File: config.mk
export PLATFORM = sky130hd
export DESIGN_NAME = dram_ctrl
export DESIGN_NICKNAME = d
export VERILOG_FILES = /design/src/rtl/dram_ctrl_pkg.sv /design/src/rtl/dram_ref_sched.sv /design/src/rtl/dram_seq.sv /design/src/rtl/dram_ctrl.sv
export SDC_FILE = /design/constraint.sdc
export NUM_CORES = 1
export LEC_CHECK = 0
export ABC_AREA = 1
export BUFFER_PORTS_ARGS = -buffer_cell sky130_fd_sc_hd__clkbuf_2
export CAP_MARGIN = 20
export CORE_MARGIN = 3
export CORE_UTILIZATION = 30
export DETAILED_ROUTE_END_ITERATION = 16
export PLACE_DENSITY_LB_ADDON = 0.3
export SYNTH_ARGS = -nofsm -noshare
export SYNTH_HDL_FRONTEND = slang
export SYNTH_HIERARCHICAL = 1
export SYNTH_SLANG_ARGS = --single-unit
File: constraint.sdc
create_clock -name clk_i -period 3.9 [get_ports clk_i]
set_clock_uncertainty 0.2 [all_clocks]
set_input_delay 0.585 -clock clk_i [delete_from_list [all_inputs] [get_ports clk_i]]
set_output_delay 0.585 -clock clk_i [all_outputs]
set_load 0.02 [all_outputs]
File: src/rtl/dram_ctrl_pkg.sv
package dram_ctrl_pkg;
  typedef enum logic [3:0] {
    S_IDLE,  // RAS high, precharge countdown
    S_RSET,  // row address settling
    S_RCD,   // RAS low, waiting RAS-to-CAS
    S_CSET,  // column address settling
    S_CAS,   // CAS low, access time
    S_RMW,   // late WE pulse
    S_CPRE,  // CAS precharge, page open
    S_PAGE,  // page open, waiting
    S_FSET,  // refresh row settling
    S_FRAS   // refresh RAS pulse
  } seq_state_e;
endpackage

File: src/rtl/dram_ref_sched.sv
module dram_ref_sched #(
  parameter int ROW_W        = 7,
  parameter int REF_INTERVAL = 781
) (
  input  logic             clk_i,
  input  logic             rst_ni,
  input  logic             ack_i,
  output logic             pend_o,
  output logic [ROW_W-1:0] row_o
);
  localparam int TMR_W = $clog2(REF_INTERVAL);

  logic [TMR_W-1:0] tmr_q;

  always_ff @(posedge clk_i or negedge rst_ni) begin
    if (!rst_ni) begin
      tmr_q  <= TMR_W'(REF_INTERVAL - 1);
      pend_o <= 1'b0;
      row_o  <= '0;
    end else begin
      if (tmr_q == '0) begin
        tmr_q  <= TMR_W'(REF_INTERVAL - 1);
        pend_o <= 1'b1;
      end else begin
        tmr_q <= tmr_q - 1'b1;
        if (ack_i) pend_o <= 1'b0;
      end
      if (ack_i) row_o <= row_o + 1'b1;
    end
  end

  AST_ROW_STEP: assert property (@(posedge clk_i) disable iff (!rst_ni)
    ack_i |=> row_o == ROW_W'($past(row_o) + 1'b1));
  AST_PEND_HOLD: assert property (@(posedge clk_i) disable iff (!rst_ni)
    (pend_o && !ack_i) |=> pend_o);
endmodule

File: src/rtl/dram_seq.sv
module dram_seq
  import dram_ctrl_pkg::*;
#(
  parameter int ROW_W = 7,
  parameter int COL_W = 7,
  parameter int T_RP  = 5,
  parameter int T_RCD = 2,
  parameter int T_CAC = 3,
  parameter int T_WP  = 3,
  parameter int T_CP  = 3,
  parameter int T_RAS = 8
) (
  input  logic                   clk_i,
  input  logic                   rst_ni,
  input  logic                   req_valid_i,
  output logic                   req_ready_o,
  input  logic                   req_rd_i,
  input  logic                   req_wr_i,
  input  logic [ROW_W+COL_W-1:0] req_addr_i,
  input  logic                   req_wdata_i,
  output logic                   rsp_valid_o,
  output logic                   rsp_rdata_o,
  input  logic                   ref_pend_i,
  input  logic [ROW_W-1:0]       ref_row_i,
  output logic                   ref_ack_o,
  output logic                   ras_no,
  output logic                   cas_no,
  output logic                   we_no,
  output logic [((ROW_W > COL_W) ? ROW_W : COL_W)-1:0] addr_o,
  output logic                   din_o,
  input  logic                   dout_i
);
  localparam int ADDR_W = ROW_W + COL_W;
  localparam int MUX_W  = (ROW_W > COL_W) ? ROW_W : COL_W;
  localparam int T_M1   = (T_RP  > T_RCD) ? T_RP : T_RCD;
  localparam int T_M2   = (T_CAC > T_WP)  ? T_CAC : T_WP;
  localparam int T_M3   = (T_CP  > T_RAS) ? T_CP : T_RAS;
  localparam int T_M12  = (T_M1 > T_M2) ? T_M1 : T_M2;
  localparam int T_MAX  = (T_M12 > T_M3) ? T_M12 : T_M3;
  localparam int CNT_W  = $clog2(T_MAX + 1);

  seq_state_e       state_q;
  logic [CNT_W-1:0] cnt_q;
  logic [ROW_W-1:0] open_row_q;
  logic [COL_W-1:0] col_q;
  logic             rd_q, wr_q;

  logic [ROW_W-1:0] req_row;
  logic [COL_W-1:0] req_col;
  logic             row_hit, accept, cnt_zero;

  assign req_row  = req_addr_i[ROW_W-1:0];
  assign req_col  = req_addr_i[ADDR_W-1:ROW_W];
  assign row_hit  = (req_row == open_row_q);
  assign cnt_zero = (cnt_q == '0);

  always_comb begin
    req_ready_o = 1'b0;
    if (!ref_pend_i) begin
      if (state_q == S_IDLE && cnt_zero) req_ready_o = 1'b1;
      if (state_q == S_PAGE && row_hit)  req_ready_o = 1'b1;
    end
  end

  assign accept    = req_valid_i && req_ready_o;
  assign ref_ack_o = (state_q == S_FRAS) && cnt_zero;

  always_ff @(posedge clk_i or negedge rst_ni) begin
    if (!rst_ni) begin
      state_q     <= S_IDLE;
      cnt_q       <= '0;
      open_row_q  <= '0;
      col_q       <= '0;
      rd_q        <= 1'b0;
      wr_q        <= 1'b0;
      ras_no      <= 1'b1;
      cas_no      <= 1'b1;
      we_no       <= 1'b1;
      addr_o      <= '0;
      din_o       <= 1'b0;
      rsp_valid_o <= 1'b0;
      rsp_rdata_o <= 1'b0;
    end else begin
      rsp_valid_o <= 1'b0;
      if (accept) begin
        open_row_q <= req_row;
        col_q      <= req_col;
        rd_q       <= req_rd_i;
        wr_q       <= req_wr_i;
        din_o      <= req_wdata_i;
      end
      unique case (state_q)
        S_IDLE: begin
          if (!cnt_zero) cnt_q <= cnt_q - 1'b1;
          else if (ref_pend_i) begin
            addr_o  <= MUX_W'(ref_row_i);
            state_q <= S_FSET;
          end else if (req_valid_i) begin
            addr_o  <= MUX_W'(req_row);
            state_q <= S_RSET;
          end
        end
        S_RSET: begin
          ras_no  <= 1'b0;
          cnt_q   <= CNT_W'(T_RCD - 1);
          state_q <= S_RCD;
        end
        S_RCD: begin
          if (!cnt_zero) cnt_q <= cnt_q - 1'b1;
          else begin
            addr_o  <= MUX_W'(col_q);
            we_no   <= ~(wr_q & ~rd_q);  // early write: WE before CAS
            state_q <= S_CSET;
          end
        end
        S_CSET: begin
          cas_no  <= 1'b0;
          cnt_q   <= CNT_W'(T_CAC - 1);
          state_q <= S_CAS;
        end
        S_CAS: begin
          if (!cnt_zero) cnt_q <= cnt_q - 1'b1;
          else begin
            if (rd_q) begin
              rsp_valid_o <= 1'b1;
              rsp_rdata_o <= dout_i;
            end
            if (rd_q && wr_q) begin
              we_no   <= 1'b0;
              cnt_q   <= CNT_W'(T_WP - 1);
              state_q <= S_RMW;
            end else begin
              cas_no  <= 1'b1;
              we_no   <= 1'b1;
              cnt_q   <= CNT_W'(T_CP - 1);
              state_q <= S_CPRE;
            end
          end
        end
        S_RMW: begin
          if (!cnt_zero) cnt_q <= cnt_q - 1'b1;
          else begin
            cas_no  <= 1'b1;
            we_no   <= 1'b1;
            cnt_q   <= CNT_W'(T_CP - 1);
            state_q <= S_CPRE;
          end
        end
        S_CPRE: begin
          if (!cnt_zero) cnt_q <= cnt_q - 1'b1;
          else state_q <= S_PAGE;
        end
        S_PAGE: begin
          if (ref_pend_i || (req_valid_i && !row_hit)) begin
            ras_no  <= 1'b1;
            cnt_q   <= CNT_W'(T_RP - 1);
            state_q <= S_IDLE;
          end else if (req_valid_i) begin
            addr_o  <= MUX_W'(req_col);
            we_no   <= ~(req_wr_i & ~req_rd_i);
            state_q <= S_CSET;
          end
        end
        S_FSET: begin
          ras_no  <= 1'b0;
          cnt_q   <= CNT_W'(T_RAS - 1);
          state_q <= S_FRAS;
        end
        S_FRAS: begin
          if (!cnt_zero) cnt_q <= cnt_q - 1'b1;
          else begin
            ras_no  <= 1'b1;
            cnt_q   <= CNT_W'(T_RP - 1);
            state_q <= S_IDLE;
          end
        end
        default: state_q <= S_IDLE;
      endcase
    end
  end

  // RAS high-time tracker for the precharge check
  logic [CNT_W:0] ras_hi_q;
  always_ff @(posedge clk_i or negedge rst_ni) begin
    if (!rst_ni) ras_hi_q <= '1;
    else if (!ras_no) ras_hi_q <= '0;
    else if (ras_hi_q != '1) ras_hi_q <= ras_hi_q + 1'b1;
  end

  AST_RAS_FALL_CAS_HIGH: assert property (@(posedge clk_i) disable iff (!rst_ni)
    $fell(ras_no) |-> cas_no);
  AST_CAS_UNDER_RAS: assert property (@(posedge clk_i) disable iff (!rst_ni)
    $fell(cas_no) |-> !ras_no);
  AST_EARLY_WE_HELD: assert property (@(posedge clk_i) disable iff (!rst_ni)
    (!cas_no && $past(!cas_no) && $past(!we_no)) |-> !we_no);
  AST_NO_ACCEPT_ON_REF: assert property (@(posedge clk_i) disable iff (!rst_ni)
    (req_valid_i && req_ready_o) |-> !ref_pend_i);
  AST_RAS_PRECHARGE: assert property (@(posedge clk_i) disable iff (!rst_ni)
    $fell(ras_no) |-> ras_hi_q >= (CNT_W+1)'(T_RP));
endmodule

File: src/rtl/dram_ctrl.sv
module dram_ctrl #(
  parameter int ROW_W        = 7,
  parameter int COL_W        = 7,
  parameter int T_RP         = 5,
  parameter int T_RCD        = 2,
  parameter int T_CAC        = 3,
  parameter int T_WP         = 3,
  parameter int T_CP         = 3,
  parameter int T_RAS        = 8,
  parameter int REF_INTERVAL = 781
) (
  input  logic                   clk_i,
  input  logic                   rst_ni,
  input  logic                   req_valid_i,
  output logic                   req_ready_o,
  input  logic                   req_rd_i,
  input  logic                   req_wr_i,
  input  logic [ROW_W+COL_W-1:0] req_addr_i,
  input  logic                   req_wdata_i,
  output logic                   rsp_valid_o,
  output logic                   rsp_rdata_o,
  output logic                   dram_ras_no,
  output logic                   dram_cas_no,
  output logic                   dram_we_no,
  output logic [((ROW_W > COL_W) ? ROW_W : COL_W)-1:0] dram_addr_o,
  output logic                   dram_din_o,
  input  logic                   dram_dout_i
);
  logic             ref_pend, ref_ack;
  logic [ROW_W-1:0] ref_row;

  dram_ref_sched #(
    .ROW_W(ROW_W), .REF_INTERVAL(REF_INTERVAL)
  ) u_ref (
    .clk_i(clk_i), .rst_ni(rst_ni), .ack_i(ref_ack),
    .pend_o(ref_pend), .row_o(ref_row)
  );

  dram_seq #(
    .ROW_W(ROW_W), .COL_W(COL_W), .T_RP(T_RP), .T_RCD(T_RCD),
    .T_CAC(T_CAC), .T_WP(T_WP), .T_CP(T_CP), .T_RAS(T_RAS)
  ) u_seq (
    .clk_i(clk_i), .rst_ni(rst_ni),
    .req_valid_i(req_valid_i), .req_ready_o(req_ready_o),
    .req_rd_i(req_rd_i), .req_wr_i(req_wr_i),
    .req_addr_i(req_addr_i), .req_wdata_i(req_wdata_i),
    .rsp_valid_o(rsp_valid_o), .rsp_rdata_o(rsp_rdata_o),
    .ref_pend_i(ref_pend), .ref_row_i(ref_row), .ref_ack_o(ref_ack),
    .ras_no(dram_ras_no), .cas_no(dram_cas_no), .we_no(dram_we_no),
    .addr_o(dram_addr_o), .din_o(dram_din_o), .dout_i(dram_dout_i)
  );
endmodule

======== Word level (Yosys, flattened, before mapping) ========
Cells that the tools add are included.
W data, S select, Z words.
word-level totals
  register bits ........................... 55
  latch bits .............................. 0
  RAM bits ................................ 0
  ROM bits ................................ 0
  input bits .............................. 21
  output and inout port bits .............. 14
  memories ................................ 0
cells by class
  $add $sub $neg .......................... 3
  $mul .................................... 0
  divide/modulo/power cells ............... 0
  order comparisons ....................... 0
  eq/ne operators ......................... 23
  shift-type cells ........................ 0
  muxes and demuxes ....................... 45
  bitwise logic cells ..................... 6
  reduce and logical (&&, ||, !) cells .... 27
operator list
  operator                 count
  $mux W4                  14
  $mux W7                  6
  $pmux W4 S10             1
  $pmux W4 S7              1
  $pmux W7 S3              1
  $mux W1                  17
  $eq A4 B3 Y1 const B     4
  $ne A2 B1 Y1 const B     6
  $reduce_and A6 Y1        2
  $logic_not A10 Y1        1
  $mux W10                 1
  $ne A2 B2 Y1 const B     5
  $sub A10 B1 Y10 const B  1
  $reduce_and A3 Y1        3
  $reduce_bool A3 Y1       3
  $eq A4 B2 Y1 const B     2
  $eq A4 B4 Y1 const B     2
  $logic_not A4 Y1         2
  $reduce_and A8 Y1        1
  $add A7 B1 Y7 const B    1
  $eq A7 B7 Y1             1
  $reduce_bool A7 Y1       1
  $logic_and A1 B1 Y1      6
  $ne A3 B3 Y1 const B     2
  other kinds (14)         20

======== Logic depth before layout (Yosys ltp) ========
  depth after elaboration ................. 6
  mapped depth ............................ 11
  gate-level depth less buffers ........... 10

======== Hierarchy ========
Netlist, hierarchy kept.
modules (own cells, without submodules)
  module          instances  cells an instance  area each (sq um)  sequential area each (sq um)
  dram_seq        1          332                2342.2             929.6
  dram_ref_sched  1          102                903.4              455.4

======== Worst setup path before layout ========
OpenSTA, ideal clock, no wires.
  path type ............................... input-to-output
  start ................................... input port req_addr_i[5]
  end ..................................... output port req_ready_o
  arrival time ............................ 1.442 ns
  data required time ...................... 3.115 ns
  setup slack ............................. 1.673 ns
  cell stages on the path ................. 8
  buffers on the path ..................... 1
  path through ............................ inv_1 nand2_1 nand2_1 nand2_1 nor2_1 nand3_4 nand2_4 buf_4
between the ends
  word-level cells in the longest chain between the ends .. 4
ends and longest elaborated chain
  item                 line             source
  start, declared      dram_ctrl.sv:18  input logic [ROW_W+COL_W-1:0] req_addr_i,
  $eq A7 B7 Y1         dram_seq.sv:54   assign row_hit = (req_row == open_row_q);
  $logic_and A1 B1 Y1  dram_seq.sv:61   if (state_q == S_PAGE && row_hit) req_ready_o = 1'b1;
  $mux W1              dram_seq.sv:61
  $mux W1              dram_seq.sv:59   if (!ref_pend_i) begin
  end, declared        dram_ctrl.sv:15  output logic req_ready_o,
Every way passes these cells.

======== Final worst setup path ========
  start ................................... register u_seq.cnt_q[0]
  end ..................................... output port req_ready_o
between the ends
  word-level cells in the longest chain between the ends .. 5
ends and longest elaborated chain
  item                    line             source
  start, declared         dram_seq.sv:43   logic [CNT_W-1:0] cnt_q;
  start signal, assigned  dram_seq.sv:94   if (!cnt_zero) cnt_q <= cnt_q - 1'b1;
  start signal, assigned  dram_seq.sv:105  cnt_q <= CNT_W'(T_RCD - 1);
  start signal, assigned  dram_seq.sv:109  if (!cnt_zero) cnt_q <= cnt_q - 1'b1;
  $logic_not A4 Y1        dram_seq.sv:55   assign cnt_zero = (cnt_q == '0);
  $logic_and A1 B1 Y1     dram_seq.sv:60   if (state_q == S_IDLE && cnt_zero) req_ready_o = 1'b1;
  $mux W1                 dram_seq.sv:60
  $mux W1                 dram_seq.sv:61
  $mux W1                 dram_seq.sv:59
Every way passes these cells.

==> impl_metrics.yaml <==
synthesis:
  synthFlopType: "dfrtp_1"
  yosys.area_share.simple_pct: 38.7
  synth_edf_count: 0
  synth_fa_ha_area_share_pct: 1.54
  netlist.area_leader.share_pct: 37.0
  yosys-top-cells-area: "dfrtp_1 (37%), nand2_1 (19%), nand3_1 (7.4%)"
  synth_fp_nets: 459
  netlist_instances: 434
  synth_top_family_by_area: "simple AND/OR/NAND/NOR gates"
  ys_async_sr_fraction_pct: 100
  ys_seq_elements: 55
  syn-cell-area_sq_um: 3250
  yosysSeqAreaShare_pct: 42.7
  yosysWarnings: 6
  yosysTopAreaCell: "dfrtp_1"
  synth_cell_types: 34
  muxShareOfSynthArea_pct: 0.347
  avgSynthCellArea_sq_um: 7.48
  synth_compound_area_share_pct: 6.17
  synth_xor_area_share_pct: 3.24
global_routing:
  busiest_layer: "met2"
  antenna_found_initial: 0
  met1_usage_pct: 19.8
  grt.met2_usage_pct: 22.2
  track_usage_pct: 14.1
  grt_overflow: 0
  grt_first_pass_wirelength_microns: 13500
  grt_max_degree: 44
  met3_usage_pct: 2.85
  grt_pass1_vias: 2711
clock_network:
  cts_resized: 0
  cts-root-buf: "clkbuf_8"
  htreeDepth: 2
  post_cts_buffers: 0
  clock_latency_ns: 0.32
  cts_hold_repair.buffers: 0
  cts_tree: "built"
  cts.sinks: 55
  path_clk_slew_ns: 0.10
  clk_path_buf_depth: 2
  cts_buffers: 5
power:
  p_sw_share_pct: 44.7
  p_int_mw: 1.34
  pwr-share-comb_pct: 47.3
  power_frac_seq_pct: 36.7
  peakVddDrop_uv: 203
  p_leak_nw: 1.95
  pwr-share-clk_pct: 16.0
  p_total_mw: 2.42
  power.switching_mw: 1.08
  p_per_area_nw_per_um2: 660
worst_setup_path:
  endpoint_kind: "output pin"
  cp.required_ns: 3.12
  startpoint_type: "flop"
  critPathLaunch: "u_seq/cnt_q[0]$_DFFE_PN0P_"
  arrival_ns: 2.10
  path_max_fanout: 19
  regToRegStartpoint: "u_seq/cnt_q[0]$_DFFE_PN0P_"
  critical_path_class: "reg -> out"
die:
  initial_core_util_pct: 31.2
  die_height_microns: 110
  core-area_sq_um: 10400
  num_io_pins: 35
  dieArea_sq_um: 12100
  num_rows: 37
  die_x_microns: 110
cells_and_area:
  syn2layout_area_growth_pct: 13.1
  mostFrequentLayoutCells: "nand2_1 (161), nand3_1 (48), dfrtp_1 (48)"
  num_antenna_cells: 0
  final.fill_count: 1115
  layout_commonest_cell: "nand2_1"
  layout-drive-gt1-share_pct: 16.8
  final_nets: 494
run:
  cap_viol_max_count: 0
timing:
  tns_ns: 0
  worst_slack_ns: 1.01
  min_period_ns: 2.89
  rsz0062_at_grt: "no"
  worst_pin_slew_ns: 0.574
  slew_headroom_pct: 61.6
  finalCritPeriodShare_pct: 74.0
  finalSetupViolCount: 0
  slew_viol_final: 0
  clock.fmax_ghz: 0.347
  hold_viol: 0
routing:
  wl_per_cell_microns: 13.2
  drc: 0
  drt-pass1-iter-count: 5
  wl_microns: 7970
  via_per_inst: 4.73
  dr_total_vias: 2864
  ant_nets: 0
  drtIter0Drc: 224
place:
  dp_slack_ns: 1.21
  place_congestion: 0.888
  place_hpwl_microns: 5990
  place.port_buffers: 34
hold_path:
  min_path_type: "in -> async"
run_status:
  outcome: "complete, no violations"
-- Yosys cell counts, types with 2 or more instances --
cell type,instances
nor2_1,27
ha_1,4
o21ai_0,20
xnor2_1,6
nand2_1,161
nand3b_1,2
inv_2,5
buf_2,2
dfstp_2,7
o21ai_1,2
a21oi_1,4
nand2_4,4
xor2_1,6
nor2_2,3
nand3_1,48
o211ai_1,6
nand4_1,8
nand2_2,5
nand3_2,3
buf_4,4
nor3_4,2
inv_1,44
dfrtp_1,48
nor2_4,3
-- cell families after synthesis --
| logic type | after synthesis |
|---|---|
| AND/OR/NAND/NOR | 270 |
| buffers and inverters | 57 |
| flip-flops | 55 |
| AO/OA/AOI/OAI | 35 |
| XOR/XNOR | 12 |
| adder cells (fa/ha/maj) | 4 |
| multiplexers | 1 |
-- stage by stage --
stage | utilization, % | area (sq um) | hold slack, ns | std cells
after CTS | 35.0 | 3650 | 0.238 | 605
final | 35.2 | 3670 | 0.0137 | 606
after global routing | 35.2 | 3670 | 0.0170 | 606
after floorplan | - | 3250 | 0.0894 | 434
after global placement | 34.0 | 3540 | 0.218 | 597
after detailed placement | 34.0 | 3540 | 0.223 | 597
-- registers in the layout, summed over array words and instances (netlist names), 4 cells and up --
name	cells
u_seq/cnt_q	4
u_seq/open_row_q	7
u_ref/tmr_q	10
u_ref/row_o	7
u_seq/state_q	4
u_seq/col_q	7
u_seq/addr_o	7
-- power groups by stage --
stage	sequential, mW	combinational, mW	clock (mW)
after detailed placement	0.899	1.15	0
after global routing	0.910	1.32	0.435
final	0.888	1.14	0.388
after global placement	0.896	1.13	0
after floorplan	0.923	0.831	0
after CTS	0.889	1.15	0.407
-- layout make-up --
| class | count | area, sq um | area share (%) |
|---|---|---|---|
| Tap cell | 136 | 170 | 4.64 |
| Inverter | 49 | 184 | 5.01 |
| Multi-Input combinational cell | 322 | 1620 | 44.2 |
| Timing Repair Buffer | 36 | 198 | 5.39 |
| Clock inverter | 2 | 38.8 | 1.06 |
| Sequential cell | 55 | 1390 | 37.7 |
| Clock buffer | 6 | 72.6 | 1.98 |
-- layer usage --
metal / vias to the layer above / routed length, microns
li1: 1450 / -
met1: 1334 / 3690
met2: 71 / 3750
met3: 9 / 416
met4: 0 / 110
met5: - / 0
-- final timing paths --
| path | endpoint | slack, ns | depth (start not counted) |
|---|---|---|---|
| max in group asynchronous | u_seq/cas_no$_DFFE_PN1P_ | 2.82 | 2 |
| worst max-delay path | req_ready_o | 1.01 | 7 |
| min in group clk_i | u_ref/tmr_q[0]$_DFF_PN0_ | 0.23 | 1 |
| worst min-delay path | u_seq/open_row_q[2]$_DFFE_PN0P_ | 0.01 | 1 |
| worst max register to register | u_ref/row_o[6]$_DFFE_PN0P_ | 1.47 | 8 |
| worst min register to register | u_ref/tmr_q[0]$_DFF_PN0_ | 0.23 | 1 |
-- critical path, cell delays in order, from the launching register on --
cell,delay [ns]
dfrtp_1,0.40
inv_1,0.14
ha_1,0.17
nand3_1,0.31
inv_1,0.21
nand2_1,0.11
nand2_4,0.23
clkbuf_2,0.22
Power figures use the tool's default switching activity.
